==> config.mk <==
export PLATFORM = sky130hd
export DESIGN_NAME = bch_fix_applier
export DESIGN_NICKNAME = d
export VERILOG_FILES = /design/src/rtl/bch_fix_pkg.sv /design/src/rtl/bch_pos_unpack.sv /design/src/rtl/bch_pos_filter.sv /design/src/rtl/bch_wait_timer.sv /design/src/rtl/bch_fix_applier.sv
export SDC_FILE = /design/constraint.sdc
export NUM_CORES = 1
export LEC_CHECK = 0
export ABC_AREA = 1
export ABC_CLOCK_PERIOD_IN_PS = 2560
export BUFFER_PORTS_ARGS = -buffer_cell sky130_fd_sc_hd__clkbuf_2
export CORE_MARGIN = 2
export CORE_UTILIZATION = 58
export CTS_BUF_LIST = sky130_fd_sc_hd__clkbuf_16
export CTS_CLUSTER_SIZE = 8
export DETAILED_ROUTE_END_ITERATION = 10
export GPL_ROUTABILITY_DRIVEN = 0
export PLACE_DENSITY = 0.92
export SYNTH_ARGS = -nofsm -noshare
export SYNTH_HDL_FRONTEND = slang
export SYNTH_HIERARCHICAL = 1
export SYNTH_SLANG_ARGS = --single-unit
==> constraint.sdc <==
create_clock -name clk -period 2.56 [get_ports clk]
set_input_delay 0.384 -clock clk [delete_from_list [all_inputs] [get_ports clk]]
set_output_delay 0.384 -clock clk [all_outputs]
set_load 0.01 [all_outputs]
==> src/rtl/bch_fix_pkg.sv <==
package bch_fix_pkg;
  typedef enum logic [1:0] {
    RES_CLEAN   = 2'd0,
    RES_FIXED   = 2'd1,
    RES_BADMSG  = 2'd2,
    RES_TIMEOUT = 2'd3
  } fix_res_t;

  typedef enum logic [2:0] {
    S_IDLE,
    S_WAIT,
    S_DECIDE,
    S_SCAN,
    S_READ,
    S_WRITE,
    S_FIN
  } fix_state_t;
endpackage

==> src/rtl/bch_pos_unpack.sv <==
// Splits the packed status words into NPOS error positions.
// Entry k sits in word k/2+1: even k in the low field, odd k at bit 16.
module bch_pos_unpack #(
  parameter int NPOS  = 8,
  parameter int POS_W = 13,
  parameter int NWORD = NPOS / 2 + 1
) (
  input  logic [NWORD*32-1:0] words,
  output logic [NPOS*POS_W-1:0] pos_flat
);
  logic unused_ok;
  assign unused_ok = ^words;

  genvar k;
  generate
    for (k = 0; k < NPOS; k++) begin : g_pos
      assign pos_flat[k*POS_W +: POS_W] = words[(k/2+1)*32 + (k%2)*16 +: POS_W];
    end
  endgenerate
endmodule

==> src/rtl/bch_pos_filter.sv <==
// Marks which entries are inside the count and inside the sector data.
module bch_pos_filter #(
  parameter int NPOS   = 8,
  parameter int POS_W  = 13,
  parameter int CNT_W  = 4,
  parameter int SECT_W = 11
) (
  input  logic [NPOS*POS_W-1:0] pos_flat,
  input  logic [CNT_W-1:0]      err_cnt,
  input  logic [SECT_W-1:0]     sect_bytes,
  output logic [NPOS-1:0]       keep
);
  localparam int LIM_W = SECT_W + 3;
  localparam int CMP_W = (LIM_W > POS_W) ? LIM_W : POS_W;

  logic [CMP_W-1:0] limit_bits;
  assign limit_bits = CMP_W'({sect_bytes, 3'b000});

  genvar k;
  generate
    for (k = 0; k < NPOS; k++) begin : g_keep
      logic [CMP_W-1:0] pos_ext;
      assign pos_ext = CMP_W'(pos_flat[k*POS_W +: POS_W]);
      assign keep[k] = (32'(err_cnt) > 32'(k)) && (pos_ext < limit_bits);
    end
  endgenerate
endmodule

==> src/rtl/bch_wait_timer.sv <==
// Counts cycles while run is high; expired marks the LIMIT-th cycle.
module bch_wait_timer #(
  parameter int LIMIT = 1000
) (
  input  logic clk,
  input  logic rst,
  input  logic run,
  output logic expired
);
  localparam int CW = $clog2(LIMIT + 1);

  logic [CW-1:0] cnt;

  always_ff @(posedge clk) begin
    if (rst || !run) begin
      cnt <= '0;
    end else if (!expired) begin
      cnt <= cnt + CW'(1);
    end
  end

  assign expired = run && (cnt == CW'(LIMIT - 1));
endmodule

==> src/rtl/bch_fix_applier.sv <==
module bch_fix_applier #(
  parameter int NPOS       = 8,
  parameter int POS_W      = 13,
  parameter int CNT_W      = 4,
  parameter int SECT_W     = 11,
  parameter int TMO_CYCLES = 1000
) (
  input  logic                      clk,
  input  logic                      rst,
  input  logic                      start,
  input  logic                      clr,
  input  logic                      decode_done,
  input  logic [SECT_W-1:0]         sect_bytes,
  input  logic [32*(NPOS/2+1)-1:0]  status_words,
  input  logic [7:0]                buf_rd_data,
  output logic [POS_W-4:0]          buf_addr,
  output logic                      buf_rd_en,
  output logic                      buf_wr_en,
  output logic [7:0]                buf_wr_data,
  output logic [1:0]                result,
  output logic                      done
);
  import bch_fix_pkg::*;

  localparam int NWORD = NPOS / 2 + 1;
  localparam int SEL_W = (NPOS > 1) ? $clog2(NPOS) : 1;
  localparam int IDX_W = SEL_W + 1;

  fix_state_t           state;
  logic [NWORD*32-1:0]  stat_q;
  logic [IDX_W-1:0]     idx;
  logic [SEL_W-1:0]     idx_lo;
  logic [NPOS*POS_W-1:0] pos_flat;
  logic [NPOS-1:0]      keep;
  logic [POS_W-1:0]     cur_pos;
  logic [CNT_W-1:0]     err_cnt;
  logic                 err_found;
  logic                 err_uncorr;
  logic                 scan_end;
  logic                 tmo_hit;

  assign err_uncorr = stat_q[0];
  assign err_found  = stat_q[1];
  assign err_cnt    = stat_q[4 +: CNT_W];

  bch_pos_unpack #(.NPOS(NPOS), .POS_W(POS_W), .NWORD(NWORD)) u_unpack (
    .words    (stat_q),
    .pos_flat (pos_flat)
  );

  bch_pos_filter #(.NPOS(NPOS), .POS_W(POS_W), .CNT_W(CNT_W), .SECT_W(SECT_W)) u_filter (
    .pos_flat   (pos_flat),
    .err_cnt    (err_cnt),
    .sect_bytes (sect_bytes),
    .keep       (keep)
  );

  bch_wait_timer #(.LIMIT(TMO_CYCLES)) u_timer (
    .clk     (clk),
    .rst     (rst),
    .run     (state == S_WAIT),
    .expired (tmo_hit)
  );

  assign idx_lo   = idx[SEL_W-1:0];
  assign cur_pos  = pos_flat[idx_lo*POS_W +: POS_W];
  assign scan_end = (idx == IDX_W'(NPOS)) || (32'(idx) >= 32'(err_cnt));

  always_ff @(posedge clk) begin
    if (rst) begin
      state       <= S_IDLE;
      stat_q      <= '0;
      idx         <= '0;
      buf_addr    <= '0;
      buf_rd_en   <= 1'b0;
      buf_wr_en   <= 1'b0;
      buf_wr_data <= '0;
      result      <= RES_CLEAN;
      done        <= 1'b0;
    end else begin
      buf_rd_en <= 1'b0;
      buf_wr_en <= 1'b0;
      if (clr) begin
        state  <= S_IDLE;
        stat_q <= '0;
        idx    <= '0;
        result <= RES_CLEAN;
        done   <= 1'b0;
      end else begin
        case (state)
          S_IDLE: begin
            if (start) state <= S_WAIT;
          end
          S_WAIT: begin
            if (decode_done) begin
              stat_q <= status_words;
              state  <= S_DECIDE;
            end else if (tmo_hit) begin
              result <= RES_TIMEOUT;
              done   <= 1'b1;
              state  <= S_FIN;
            end
          end
          S_DECIDE: begin
            idx <= '0;
            if (!err_found) begin
              result <= RES_CLEAN;
              done   <= 1'b1;
              state  <= S_FIN;
            end else if (err_uncorr) begin
              result <= RES_BADMSG;
              done   <= 1'b1;
              state  <= S_FIN;
            end else begin
              state <= S_SCAN;
            end
          end
          S_SCAN: begin
            if (scan_end) begin
              result <= RES_FIXED;
              done   <= 1'b1;
              state  <= S_FIN;
            end else if (keep[idx_lo]) begin
              buf_addr  <= cur_pos[POS_W-1:3];
              buf_rd_en <= 1'b1;
              state     <= S_READ;
            end else begin
              idx <= idx + IDX_W'(1);
            end
          end
          S_READ: begin
            state <= S_WRITE;
          end
          S_WRITE: begin
            buf_wr_en   <= 1'b1;
            buf_wr_data <= buf_rd_data ^ (8'd1 << cur_pos[2:0]);
            idx         <= idx + IDX_W'(1);
            state       <= S_SCAN;
          end
          S_FIN: begin
            state <= S_FIN;
          end
          default: state <= S_IDLE;
        endcase
      end
    end
  end
endmodule

=== After elaboration in Yosys (flattened, before gate mapping) ===
Index checks and enable logic that the tools add are counted.

* $add $sub $neg: 2
* Mux-type cells: 27
* Reductions and logical operators: 23
* Shift operators: 2
* Bitwise operators: 4
* Multipliers: 1
* Equality and inequality tests: 17
* Magnitude comparators: 18

{| class="wikitable"
|+ Operators with widths
! kind !! number
|-
| 13-bit by 14-bit < comparator with 1-bit output || 8
|-
| 104-bit by 8-bit variable part select with 13-bit output || 1
|-
| 3-bit two-way mux || 7
|-
| 3-bit case mux with 7 select lines || 1
|-
| 4-bit by 3-bit greater-than comparator with 1-bit output, second input constant || 4
|-
| 2-bit inequality test, second input constant || 6
|-
| 4-bit case mux with 3 select lines || 1
|-
| 10-bit by 1-bit adder with 10-bit output, second input constant || 1
|-
| 10-bit equality test, second input constant || 1
|-
| 2-bit two-way mux || 5
|-
| 3-bit equality test, second input constant || 3
|-
| 1-bit logical AND || 9
|-
| 3-bit inequality test, second input constant || 3
|-
| 4-bit by 1-bit greater-than comparator with 1-bit output, second input constant || 2
|-
| 4-bit by 2-bit greater-than comparator with 1-bit output, second input constant || 2
|-
| 1-bit two-way mux || 8
|-
| 4-bit two-way mux || 2
|-
| 1-bit by 3-bit left shift with 8-bit output, first input constant || 1
|-
| 8-bit XOR || 1
|-
| 3-bit by 4-bit multiplier with 7-bit output, second input constant || 1
|-
| 3-bit by 2-bit equality test with 1-bit output, second input constant || 2
|-
| 2-bit case mux with 3 select lines || 1
|-
| 3-bit AND reduction || 2
|-
| 3-bit nonzero test || 2
|-
| other kinds (16) || 20
|}

* Flip-flop bits (word level): 197
* Logic and storage cells: 104

=== Logic depth before layout (Yosys ltp) ===
Gate-level depths: netlist of the first run.

* Word-level depth: 7
* Gate-level depth with buffers: 19

=== By module ===
Netlist of the first run, hierarchy kept.

{| class="wikitable"
|+ By module, submodules not included
! module !! area each (um^2) !! times used !! cells each !! sequential area each (um^2)
|-
| bch_fix_applier || 8293.0 || 1 || 1222 || 3803.6
|-
| bch_pos_filter || 1911.8 || 1 || 309 || 0.0
|-
| bch_pos_unpack || 780.7 || 1 || 104 || 0.0
|-
| bch_wait_timer || 526.8 || 1 || 79 || 200.2
|}

=== Least setup slack after synthesis of the first run ===
OpenSTA, ideal clock, no wires.

* Path type: register -> register
* Start point: register idx[0]
* End point: register buf_addr[0]
* Arrival: 2.083 ns
* Stages on the path, launching flop included: 15
* Path buffers: 3
* Slack: 0.361 ns
* Cells stage by stage: dfxtp_1 -> inv_2 -> buf_2 -> buf_2 -> ha_1 -> o21ai_0 -> nand2_1 -> nand2_1 -> nand2_1 -> or2_2 -> nor2_4 -> inv_2 -> buf_6 -> nor2_1 -> nor2_1

* Word-level cells in the longest chain between the ends: 4
* Elaborated cells between the ends (all ways): 9
* Classes of those cells: 1 x mul; 1 x order compare; 1 x eq/ne; 1 x shift; 2 x mux; 1 x bitwise; 2 x reduce/logical

{| class="wikitable"
|+ Ends and longest elaborated chain
! element !! RTL line !! source
|-
| from (decl) || bch_fix_applier.sv:31 || <nowiki>logic [IDX_W-1:0] idx;</nowiki>
|-
| from (signal assigned) || bch_fix_applier.sv:128 || <nowiki>idx <= idx + IDX_W'(1);</nowiki>
|-
| from (signal assigned) || bch_fix_applier.sv:137 || <nowiki>idx <= idx + IDX_W'(1);</nowiki>
|-
| parallel branches: the longest is 4 deep, another holds 3-bit by 4-bit multiplier with 7-bit output || - ||
|-
| to (signal assigned) || bch_fix_applier.sv:124 || <nowiki>buf_addr <= cur_pos[POS_W-1:3];</nowiki>
|-
| to (decl) || bch_fix_applier.sv:16 || <nowiki>output logic [POS_W-4:0] buf_addr,</nowiki>
|}

Several ways; the timed one is not identified. The select of a mux whose other input is x is not followed.
A chain may end at the register's enable or synchronous reset.

=== Worst setup path in the final report of the first run ===
* Start point: input port sect_bytes[4]
* End point: register buf_addr[2]

* Word-level cells in the longest chain between the ends: 5
* Elaborated cells between the ends (all ways): 19
* Classes of those cells: 8 x order compare; 2 x mux; 9 x reduce/logical

{| class="wikitable"
|+ Ends and longest elaborated chain
! element !! RTL line !! source
|-
| from (decl) || bch_fix_applier.sv:13 || <nowiki>input logic [SECT_W-1:0] sect_bytes,</nowiki>
|-
| 13-bit by 14-bit < comparator with 1-bit output || bch_pos_filter.sv:24 || <nowiki>assign keep[k] = (32'(err_cnt) > 32'(k)) && (pos_ext < limit_bits);</nowiki>
|-
| 1-bit logical AND || bch_pos_filter.sv:24 ||
|-
| net keep[2] || bch_fix_applier.sv:34 || <nowiki>logic [NPOS-1:0] keep;</nowiki>
|-
| 1-bit binary-select mux with 3-bit select || bch_fix_applier.sv:123 || <nowiki>end else if (keep[idx_lo]) begin</nowiki>
|-
| 1-bit two-way mux (not written as such) || bch_fix_applier.sv:123 ||
|-
| 4-bit AND reduction (no line) || - ||
|}

The timed path passes the listed nets, and every way through them passes these cells. The select of a mux whose other input is x is not followed.

==> flow_metrics.py, run 1 <==
metrics = {
    "outcome": {
        "outcome": "completed",
    },
    "clock_network": {
        "htree_num_levels": 4,
        "clk_path_buf_depth": 2,
        "cts.sinks": 150,
        "clk_latency_ns": 0.44,
        "cts_root_buf": "clkbuf_16",
        "cts_tree": "built",
        "hold_buffers": 0,
        "cts_made_buffers": 17,
        "clk_pin_slew_worst_paths_ns": 0.06,
    },
    "worst_setup_path": {
        "crit_type": "primary input to flop",
        "endpoint_kind": "flop",
        "start_kind": "primary input",
        "reg2reg_slack_ns": 0.28,
        "worstReg2RegStart": "stat_q[43]$_SDFFE_PP0P_",
        "timing.rr.end": "idx[1]$_SDFFE_PP0P_",
        "worstPathRequired_ns": 2.88,
        "r2r_cells": 15,
        "arrival_ns": 2.65,
        "path_max_fanout": 11,
    },
    "sta": {
        "setup_tns_ns": 0,
        "min_period_over_period": 0.9084,
        "worst_slack_ns": 0.2344,
        "skew_ns": 0.007824,
        "rsz0062_at_grt": "no",
        "slew_viol_final": 0,
        "worst_pin_slew_ns": 0.6529,
        "finalCriticalPeriod_ns": 2.326,
        "hold_viol_final": 0,
        "max_freq_ghz": 0.4300,
        "max_slew_margin": 0.5647,
        "setup_viol_count_final": 0,
    },
    "grt": {
        "use_met2": 0.4702,
        "grt_use_total": 0.3003,
        "met3_usage": 0.07748,
        "grt_pass1_vias": 8863,
        "use_met1": 0.3880,
        "grt_antenna_before_repair": 0,
        "busiest_layer": "met2",
        "grt_pass1_wl_um": 43100,
        "overflow": 0,
        "grt_max_degree": 107,
    },
    "pwr": {
        "p_int_w": 0.003914,
        "power_leakage_nw": 5.309,
        "powerDensity_mw_per_mm2": 503.4,
        "p_comb_frac": 0.110,
        "sequentialPowerShare": 0.454,
        "switching_share": 0.2633,
        "power_switching_w": 0.001399,
        "clkPwrFrac": 0.436,
        "ir_worst_vdd_v": 0.0004801,
    },
    "final_layout": {
        "area_delta_synth_final_pct": 7.015,
        "final_cells": 1763,
        "final.fill_count": 1478,
        "final_layout_size_suffix_gt1_frac": 0.1568,
        "num_antenna_cells": 0,
        "fin_nets": 1793,
        "final_area_mm2": 0.01056,
    },
    "hold_path": {
        "hold_path.class": "primary input to flop",
        "hold-path-cell-count": 3,
        "min_from": "status_words[145]",
        "worstHoldEndpoint": "stat_q[145]$_SDFFE_PP0P_",
    },
    "placement": {
        "port_buffers": 156,
        "post-place-ws_ns": -0.08676,
        "numPlacedInstances": 1731,
        "dp_hpwl_um": 19070,
        "place_area_mm2": 0.01001,
    },
    "route": {
        "vias": 9656,
        "wire_per_inst_um": 15.40,
        "drc": 0,
        "dr.pass1.iters": 5,
        "drt-initial-drc-count": 1231,
        "wirelength_um": 27150,
        "final_antenna_net_count": 0,
        "via_per_inst": 5.477,
    },
    "floorplan": {
        "start_util": 0.5948,
        "core_area_mm2": 0.01658,
        "ios": 207,
        "die_x_um": 134.4,
        "fp.dieH_um": 134.4,
        "row_count": 47,
        "die_area_mm2": 0.01806,
    },
    "logic_synthesis": {
        "syn_inst": 1509,
        "syn-num-nets": 1772,
        "synth_area_mm2": 0.009863,
        "yosysWarnings": 6,
        "syn_avg_cell_area_um2": 6.536,
    },
    "job": {
        "drv_cap": 0,
    },
}
## flip-flops by register name, indices dropped and copies added, names as in the netlist
register and cells:
result 2, buf_wr_en 1, state 3, u_timer/cnt 10, buf_addr 10, idx 4, buf_rd_en 1, buf_wr_data 8
stat_q 110, done 1
## how the worst max path moves through the flow
stage / start / endpoint / slack, ns / cells past startpoint
2_1_floorplan: idx[0]$_SDFFE_PP0P_ / buf_addr[0]$_SDFFE_PP0P_ / 0.36 / 14
3_3_place_gp: sect_bytes[4] / buf_addr[7]$_SDFFE_PP0P_ / 0.01 / 19
3_5_place_dp: sect_bytes[4] / buf_addr[2]$_SDFFE_PP0P_ / -0.09 / 19
4_1_cts: stat_q[92]$_SDFFE_PP0P_ / idx[1]$_SDFFE_PP0P_ / 0.34 / 15
5_1_grt: stat_q[92]$_SDFFE_PP0P_ / idx[0]$_SDFFE_PP0P_ / 0.02 / 15
6_report: sect_bytes[4] / buf_addr[2]$_SDFFE_PP0P_ / 0.23 / 19
## repair_timing
action | CTS | global route
setup buffers | 0 | 0
gates resized for setup | 0 | 1
endpoints found under the setup margin | 0 | 2
hold endpoints to repair | 0 | 0
## routing by layer
| metal | vias to the layer above | wire length (um) |
|---|---|---|
| li1 | 4725 | - |
| met1 | 4313 | 11260 |
| met2 | 531 | 12050 |
| met3 | 87 | 2690 |
| met4 | 0 | 1152 |
| met5 | - | 0 |
## power by group through the flow
stage | clock network [W] | registers, W | logic [W]
global route | 0.00244 | 0.00241 | 0.000649
CTS | 0.00233 | 0.00241 | 0.000569
floorplan | 0 | 0.00244 | 0.000388
finish | 0.00232 | 0.00241 | 0.000584
detailed placement | 0 | 0.00246 | 0.000561
global placement | 0 | 0.00246 | 0.000542
## critical path: stages
cell and delay (ns):
clkbuf_2 0.08, inv_1 0.40, ha_1 0.35, nand2_1 0.07, nand2_1 0.04, nand2_1 0.05, nand2_1 0.04, nand2_1 0.06
nand3_1 0.06, nor2_1 0.11, nor2_1 0.05, nor2_1 0.10, nand2_1 0.07, nand3_1 0.16, nand3_2 0.13, nor2_4 0.18
inv_2 0.12, nor2_1 0.13, nor2_1 0.06
## cell type report
class / count / area [um^2] / share of cell area
repair buffers: 181 / 1044 / 0.09886
clock inverters: 15 / 115.1 / 0.01091
inverters: 119 / 450.4 / 0.04267
multi-input cells: 1061 / 5241 / 0.4966
well taps: 220 / 275.3 / 0.02608
flip-flops and latches: 150 / 3004 / 0.2846
clock buffers: 17 / 425.4 / 0.04030
## through the flow
| step | total power (W) | utilization | hold slack [ns] |
|---|---|---|---|
| after CTS | 0.005305 | 0.6362 | 0.1622 |
| after detailed placement | 0.003020 | 0.6036 | 0.4680 |
| after floorplan | 0.002831 | - | 0.4470 |
| after global routing | 0.005499 | 0.6365 | 0.1710 |
| final | 0.005313 | 0.6365 | 0.1663 |
| after global placement | 0.003000 | 0.6036 | 0.4555 |
## cell usage in the layout (no fill, tap or decap), types with 6 or more instances in the layout
| cell type | n |
|---|---|
| clkbuf_2 | 156 |
| a21oi_1 | 38 |
| o21ai_0 | 127 |
| clkinvlp_4 | 6 |
| ha_1 | 79 |
| o21bai_1 | 8 |
| nand4_1 | 7 |
| nand2_1 | 304 |
| nor3_1 | 7 |
| inv_1 | 109 |
| inv_2 | 6 |
| o21ai_1 | 8 |
| buf_4 | 19 |
| nand2_2 | 8 |
| buf_12 | 6 |
| nor2_1 | 336 |
| dfxtp_1 | 149 |
| clkbuf_16 | 17 |
| nand3_1 | 112 |
Note: power is estimated with default switching activity, not from simulation.
==> inputs of run 2 (changes only) <==
BUFFER_PORTS_ARGS = -buffer_cell sky130_fd_sc_hd__buf_2   (was -buffer_cell sky130_fd_sc_hd__clkbuf_2)
==> run 2 against run 1 <==
Net effect: cell count shrank 0.17%; sequential power about the same; clock skew is essentially flat; combinational power grew 2%; first-iteration DRC count is 7.1% lower; sequential share of layout area is 0.45 points lower; clock-buffer cell count did not move; non-clock buffer count is 3 lower; via count up 0.79%; die area is the same; critical path depth decreased by 4; clock power grew 25%.
==> flow_metrics.py, run 2 (same netlist as run 1, synthesis figures left out) <==
metrics = {
    "worst_setup_path": {
        "crit_chain": "ha_1 > nand2_1 > nor2_1 > nand4_1 > nor2_1 > nor2_1 > nor2_1 > nor2_1 > nand2_1 > nand3_1 > nand3_2 > nor2_4 > buf_4 > o21ai_0 > nor2_1",
        "slowest_stage": "dfxtp_1",
        "cpPeakStageDelay_ns": 0.35,
        "start_kind": "flop",
        "crit_buf_inv": 1,
        "arrival_ns": 2.68,
        "cp_common_cell": "nor2_1",
        "worstPathRequired_ns": 2.88,
        "endpoint_kind": "flop",
        "crit_type": "flop to flop",
        "path_max_fanout": 6,
        "cp_top_family": "simple AND/OR/NAND/NOR gates",
    },
    "clock_network": {
        "clk_path_buf_depth": 2,
        "htree_num_levels": 4,
        "clk_latency_ns": 0.43,
        "hold_buffers": 0,
        "cts_made_buffers": 17,
        "cts_root_buf": "clkbuf_16",
        "clk_pin_slew_worst_paths_ns": 0.06,
        "ctsResizeCount": 0,
        "cts_setup_buffers": 0,
        "cts.sinks": 150,
        "cts_tree": "built",
    },
    "grt": {
        "grt_antenna_before_repair": 0,
        "grt_use_total": 0.3036,
        "grt_max_degree": 107,
        "grt_pass1_vias": 8945,
        "grt_pass1_wl_um": 43490,
        "overflow": 0,
    },
    "placement": {
        "port_buffers": 156,
        "numPlacedInstances": 1728,
        "dp_hpwl_um": 19200,
    },
    "final_layout": {
        "reg_top3": "stat_q x110, buf_addr x10, u_timer/cnt x10",
        "largest_reg_flops": 110,
        "num_antenna_cells": 0,
        "final_cells": 1760,
        "top_register": "stat_q",
        "area_delta_synth_final_pct": 8.740,
        "mostFrequentLayoutCells": "336 x nor2_1, 304 x nand2_1, 156 x buf_2, 149 x dfxtp_1, 127 x o21ai_0",
        "final_layout_size_suffix_gt1_frac": 0.1558,
        "final.fill_count": 1419,
        "post-route-util": 0.6467,
        "fin_nets": 1790,
        "layout.cells.most_common": "nor2_1",
    },
    "pwr": {
        "ir_worst_vdd_v": 0.0004733,
        "power_leakage_nw": 5.398,
        "p_total_w": 0.005920,
        "powerDensity_mw_per_mm2": 552.0,
    },
    "sta": {
        "min_period_over_period": 0.9197,
        "max_slew_margin": 0.5656,
        "finalCriticalPeriod_ns": 2.354,
        "rsz0062_at_grt": "no",
        "setup_viol_count_final": 0,
        "skew_ns": 0.007481,
        "worst_pin_slew_ns": 0.6510,
        "slew_viol_final": 0,
        "max_freq_ghz": 0.4247,
        "hold_viol_final": 0,
    },
    "route": {
        "via_per_inst": 5.530,
        "dr.pass1.iters": 6,
        "drc": 0,
        "wirelength_um": 27270,
        "vias": 9732,
        "final_antenna_net_count": 0,
        "drt-initial-drc-count": 1143,
        "wire_per_inst_um": 15.49,
    },
    "floorplan": {
        "fp.dieH_um": 134.4,
        "start_util": 0.5948,
        "die_area_mm2": 0.01806,
        "row_count": 47,
        "ios": 207,
        "core_area_mm2": 0.01658,
        "die_x_um": 134.4,
    },
    "outcome": {
        "outcome": "completed",
    },
    "hold_path": {
        "hold_path.class": "primary input to flop",
    },
    "job": {
        "drv_cap": 0,
    },
}
## run 2: cell count changes in the layout (fill, tap and decap cells not counted), sizes merged
cell / change
buf: +153
bufinv: +6
clkbuf: -156
clkinv: -3
clkinvlp: -5
inv: +2
## run 2: path summary, 6_finish.rpt
kind | depth (start not counted) | to | slack (ns) | startpoint
setup / recovery | 15 | buf_addr[6]$_SDFFE_PP0P_ | 0.21 | stat_q[76]$_SDFFE_PP0P_
hold / removal | 3 | stat_q[140]$_SDFFE_PP0P_ | 0.17 | status_words[140]
hold reg to reg | 2 | result[0]$_SDFFE_PP0P_ | 0.47 | result[0]$_SDFFE_PP0P_
setup reg to reg | 15 | buf_addr[6]$_SDFFE_PP0P_ | 0.21 | stat_q[76]$_SDFFE_PP0P_
## run 2: layout make-up
class	instances	area [um^2]	area share
Sequential cell	150	3004	0.2801
Clock inverter	15	257.7	0.02403
Tap cell	220	275.3	0.02566
Inverter	119	450.4	0.04200
Multi-Input combinational cell	1061	5241	0.4887
Clock buffer	17	425.4	0.03966
Timing Repair Buffer	178	1071	0.09986
## run 2: routing by layer
metal	routed length [um]	vias up	track usage
li1	-	4713	-
met1	11160	4338	0.3993
met2	12060	572	0.4702
met3	2770	109	0.06765
met4	1278	0	0.1503
met5	0	-	0
## run 2: worst min-delay path: cells and delay by family
family / cells / cell delay, ns
buffers and inverters: 1 / 0.08
AND/OR/NAND/NOR: 2 / 0.11
## run 2: where the power goes
group	switching, W	internal (W)
logic	0.000361	0.000233
clock network	0.000999	0.00192
registers	0.0000376	0.00237
## run 2: per-stage QoR
step	setup TNS, ns	worst slack (ns)	hold WS (ns)	instance area (um^2)
3_5_place_dp	-0.04840	-0.02482	0.4544	10040
2_1_floorplan	0	0.3608	0.4470	9863
6_report	0	0.2056	0.1717	10730
4_1_cts	0	0.3215	0.1639	10720
3_3_place_gp	0	0.06187	0.4537	10040
5_1_grt	0	0.003634	0.1712	10730
